<file path="config.mk">
export PLATFORM = sky130hd
export DESIGN_NAME = pm_idle_timer
export DESIGN_NICKNAME = d
export VERILOG_FILES = /design/src/rtl/pm_idle_timer.sv
export SDC_FILE = /design/constraint.sdc
export NUM_CORES = 1
export LEC_CHECK = 0
export BUFFER_PORTS_ARGS = -buffer_cell sky130_fd_sc_hd__buf_2
export CORE_MARGIN = 5
export CORE_UTILIZATION = 41
export DETAILED_ROUTE_END_ITERATION = 6
export PLACE_DENSITY = 0.67
export SLEW_MARGIN = 20
export SYNTH_ARGS = -nofsm -noshare
export SYNTH_HDL_FRONTEND = slang
export SYNTH_SLANG_ARGS = --single-unit
</file>
<file path="constraint.sdc">
create_clock -name clk -period 2.4 [get_ports clk]
set_input_delay 0.36 -clock clk [delete_from_list [all_inputs] [get_ports clk]]
set_output_delay 0.36 -clock clk [all_outputs]
set_load 0.05 [all_outputs]
</file>
<file path="src/rtl/pm_idle_timer.sv">
module pm_idle_timer #(
  parameter int CNT_W   = 8,
  parameter int SEC_DIV = 16,
  parameter int MIN_DIV = 960
) (
  input  logic             clk,
  input  logic             rst_n,
  input  logic             ref_tick,
  input  logic [1:0]       tbase,
  input  logic [CNT_W-1:0] reload_val,
  input  logic             auto_rl_en,
  input  logic             act_rl_en,
  input  logic             act_pulse,
  input  logic             sw_load,
  input  logic             tmo_irq_en,
  input  logic             act_irq_en,
  input  logic             clr_tmo,
  input  logic             clr_act,
  output logic             tmo_sts,
  output logic             act_sts,
  output logic             irq
);
  localparam int PRE_W = $clog2(MIN_DIV);

  logic [1:0]       tbase_q;
  logic [PRE_W-1:0] pre_cnt;
  logic [PRE_W-1:0] pre_lim;
  logic [CNT_W-1:0] cnt;

  wire load    = sw_load | (act_pulse & act_rl_en);
  wire tb_chg  = tbase != tbase_q;
  wire restart = load | tb_chg;
  wire enabled = tbase != 2'b00;
  wire pre_end = pre_cnt == pre_lim;
  wire tick    = ref_tick & enabled & ~restart & pre_end;
  wire expire  = tick & (cnt == CNT_W'(1));

  always_comb begin
    case (tbase)
      2'b10:   pre_lim = PRE_W'(SEC_DIV - 1);
      2'b11:   pre_lim = PRE_W'(MIN_DIV - 1);
      default: pre_lim = '0;
    endcase
  end

  always_ff @(posedge clk) begin
    if (!rst_n) tbase_q <= 2'b00;
    else        tbase_q <= tbase;
  end

  always_ff @(posedge clk) begin
    if (!rst_n || restart || !enabled) pre_cnt <= '0;
    else if (ref_tick)                 pre_cnt <= pre_end ? '0 : pre_cnt + 1'b1;
  end

  always_ff @(posedge clk) begin
    if (!rst_n)                        cnt <= '0;
    else if (load)                     cnt <= reload_val;
    else if (expire)                   cnt <= auto_rl_en ? reload_val : '0;
    else if (tick && cnt != '0)        cnt <= cnt - 1'b1;
  end

  always_ff @(posedge clk) begin
    if (!rst_n)       tmo_sts <= 1'b0;
    else if (expire)  tmo_sts <= 1'b1;
    else if (clr_tmo) tmo_sts <= 1'b0;
  end

  always_ff @(posedge clk) begin
    if (!rst_n)         act_sts <= 1'b0;
    else if (act_pulse) act_sts <= 1'b1;
    else if (clr_act)   act_sts <= 1'b0;
  end

  assign irq = (tmo_sts & tmo_irq_en) | (act_sts & act_irq_en);
endmodule


</file>
==> results.md <==
Floorplanning:
- The chip height is 65.7 um.
- The die covers 4310 um^2.
- The horizontal extent of the die is 65.7 um.
- For this configuration, the core starts out at a cell density of 42.3%.
- The floorplan has 20 rows.
- The core box area is 3000 um^2.
- For this design the top-level I/O count stands at 24.

Route:
- The via count normalized by instance count is 5.88.
- Dividing the detail-routed wire length by the instance count gives 13.8 um.
- The detail route stage leaves a number of antenna-violating nets equal to 0.
- The DRC violation count after routing is 0.
- The routed wire length is 2810 um.
- The detailed-router iteration count before antenna repair is 4.
- The first routing iteration left 40 violations.
- The final route contains 1194 vias.

Yosys:
- Sorting the synthesized cells by area gives the leading types as dfxtp_1, xnor2_1, nor2_1.
- The synthesized netlist devotes 23.7% of its cell area to compound gates.
- The dominant combinational cell family by area after synthesis is simple AND/OR/NAND/NOR gates.
- In the synthesized netlist the dominant register cell turns out to be dfxtp_1.
- The largest area contributor in the synthesized netlist is dfxtp_1.
- The Yosys step of the flow raised 0 warnings.
- The arithmetic-cell share of the synthesized area counting full adders, half adders and majority gates is 3.94%.
- The total nets after synthesis is 172.
- The proportion of netlist area held by the largest area contributor is 34.7%.
- Of the total synthesized cell area, the portion taken by AND, OR, NAND and NOR gates is 23.9%.
- Summing the sequential cell areas from Yosys gives 34.7% of the chip area.
- Counting flops with a built-in enable in the synthesized netlist gives 0.
- Of the post-synthesis cell area, the part taken by muxes is 0.788%.
- The mapped netlist covers 1270 um^2.
- The instance count of the mapped netlist is 147.
- The count of distinct cell types in the synthesized netlist is 41.
- In the synthesized netlist the async set-or-reset flop fraction comes to 0%.
- The synthesized design contains 22 register bits.
- The mean area per synthesized cell is 8.64 um^2.
- The parity-gate share of the synthesized area counting xor and xnor cells is 8.97%.

STA:
- The highest achievable clock rate is 469 MHz.
- Of the available clock period, the critical path in the final layout requires 88.8%.
- The final count of hold timing violations is 0.
- For the final database, setup skew stands at 5.44 ps.
- The normalized max-slew margin is 61.0%.
- The smallest hold slack is 267 ps.
- The number of failing setup endpoints in the final timing report is 0.
- The final-report max-slew violation count is 0.
- After layout, the minimum clock period comes to 2130 ps.
- Setup repair after global routing left no endpoint under its margin.
- For the pin with the worst max-slew slack, the measured transition is 583 ps.
- The post-route setup TNS is 0 ps.
- After layout, the worst setup slack is 269 ps.

Placement:
- Prior to clock tree synthesis, the placed netlist has a worst setup slack of 298 ps.
- The number of input and output port buffers inserted is 23.
- Routability-driven placement finished with a final weighted congestion of 0.776.
- The number of cells in the design after placement is 200.
- The detailed placement HPWL is 2120 um.

Cells and area:
- The share of the core filled with cells is 48.0%.
- Compared with the post-synthesis result, the final layout area differs by 13.4%.
- The fraction of layout cells with a size suffix above 1 is 24.7%.
- The number of fill cells is 304.
- The number of nets in the layout is 197.
- The number of diodes is 0.
- The final cell count without fillers is 203.

CTS:
- The number of H-tree branching levels is 1.
- The cell at the root of the clock tree is clkbuf_4.
- For the worst-skew pair, the clock arrives at the later sink with an insertion delay of 300 ps.
- TritonCTS built the clock tree.
- The number of buffers inserted by hold repair at cts is 0.
- The clock net in this run drives a total of 22 sinks.
- The clock passes through at most 2 buffers.
- Clock-pin slew was measured on the worst setup and hold paths at 120 ps.
- The number of buffers created by CTS is 3.
- The number of gates resized after CTS was 0.
- After clock tree synthesis, the setup repair step added 0 buffers.

Setup path:
- The worst setup path is captured at a flop.
- The highest fanout seen on the critical path is 8.
- The sort of element at the start of the critical path is a flop.
- STA puts the critical path data required time at 2600 ps.
- For the worst setup path, the data arrival time is 2330 ps.
- The worst setup path is of the flop to flop kind.

Global route:
- The largest net degree at the start of global routing is 12.
- The first global-routing pass estimated 4690 um of wire.
- The via count of the first global-routing pass is 1070.
- Global routing consumed, over all layers together, 13.5% of the routing resources.
- Summed over all layers, the global routing overflow is 0.
- The number of antenna violations at the first check in global routing is 0.

Pwr:
- VDD sags by at most 0.195 mV.
- The analysis attributes to cell leakage a power of 0.541 nW.
- Power spread over the standard cell area amounts to 490 nW/um^2.

Run:
- Max-cap violations in this run came to 0.

Min path:
- The worst hold-check path type is input port to flop.

Status:
- The flow ran to the end, and the final reports show no timing, DRC or antenna violations.
registers in the layout (all words and copies together), names as in the netlist:
signal and count:
pre_cnt 10, tbase_q 2, act_sts 1, tmo_sts 1, cnt 8
cells in the mapped netlist (all sizes together), types with 2 or more instances:
cell type and number:
nand2 7, dfxtp 22, buf 3, or4 4
nor3 4, a31oi 6, xor2 4, a21oi 5
nand3 7, and2 4, clkbuf 3, a32oi 8
ha 4, o21ai 8, xnor2 9, nand4 3
nor2 19, nor4 2, inv 5, o22ai 3
placed cells by master (no fill, tap or decap), types with 4 or more instances in the layout:
cell type  instances
a21oi_1            5
a31oi_1            6
a32oi_1            8
and2_1             4
buf_2             23
dfxtp_1           22
ha_1               4
inv_1              5
nand2_1            7
nand3_1            7
nor2_1            19
o21ai_2            8
or4_1              4
xnor2_1            9
xor2_1             4
power breakdown:
group          switching [W]  internal, W
sequential         0.0000154     0.000378
clock               0.000108    0.0000585
combinational      0.0000805    0.0000660
total               0.000204     0.000502
critical path: stages, from the launching register on:
cell and delay, ps:
dfxtp_1 440, inv_1 110, ha_1 240, or3b_2 450, o311a_1 310, o2111ai_2 90, or2_1 130, buf_4 180
o21ai_2 80
kinds of logic (layout without fill, tap and decap cells):
group           after synthesis  in the layout
compound gates               38             38
mux                           1              1
buf+inv                      11             34
flops                        22             22
fa+ha+maj                     4              4
xor+xnor                     13             13
simple gates                 58             58
area by class of cell:
class                   count  area [um^2]  area share, %
clock buffers               3         22.5           1.56
inverters                   5         18.8           1.30
multi-input cells         114          779           54.1
flip-flops and latches     22          440           30.6
well taps                  33         41.3           2.87
repair buffers             26          138           9.56
metrics by stage:
step                total power (W)  cell area [um^2]
finish                     0.000706              1440
global route               0.000747              1440
CTS                        0.000714              1440
detailed placement         0.000547              1420
global placement           0.000542              1420
floorplan                  0.000506              1270
path summary, 6_finish.rpt:
kind / start / endpoint / slack, ps / cells past startpoint
min reg2reg: act_sts / act_sts / 530 / 2
min: reload_val[0] / cnt[0] / 270 / 3
max: cnt[1] / cnt[4] / 270 / 8
max reg2reg: cnt[1] / cnt[4] / 270 / 8
metal layers:
| layer | vias up | routed length [um] | global-route usage, % |
|---|---|---|---|
| met2 | 26 | 1230 | 20.2 |
| met5 | - | 0 | 0 |
| met3 | 4 | 137 | 2.74 |
| met1 | 571 | 1400 | 18.6 |
| li1 | 593 | - | - |
| met4 | 0 | 38 | 5.44 |
Note: power is estimated with default switching activity, not from simulation.
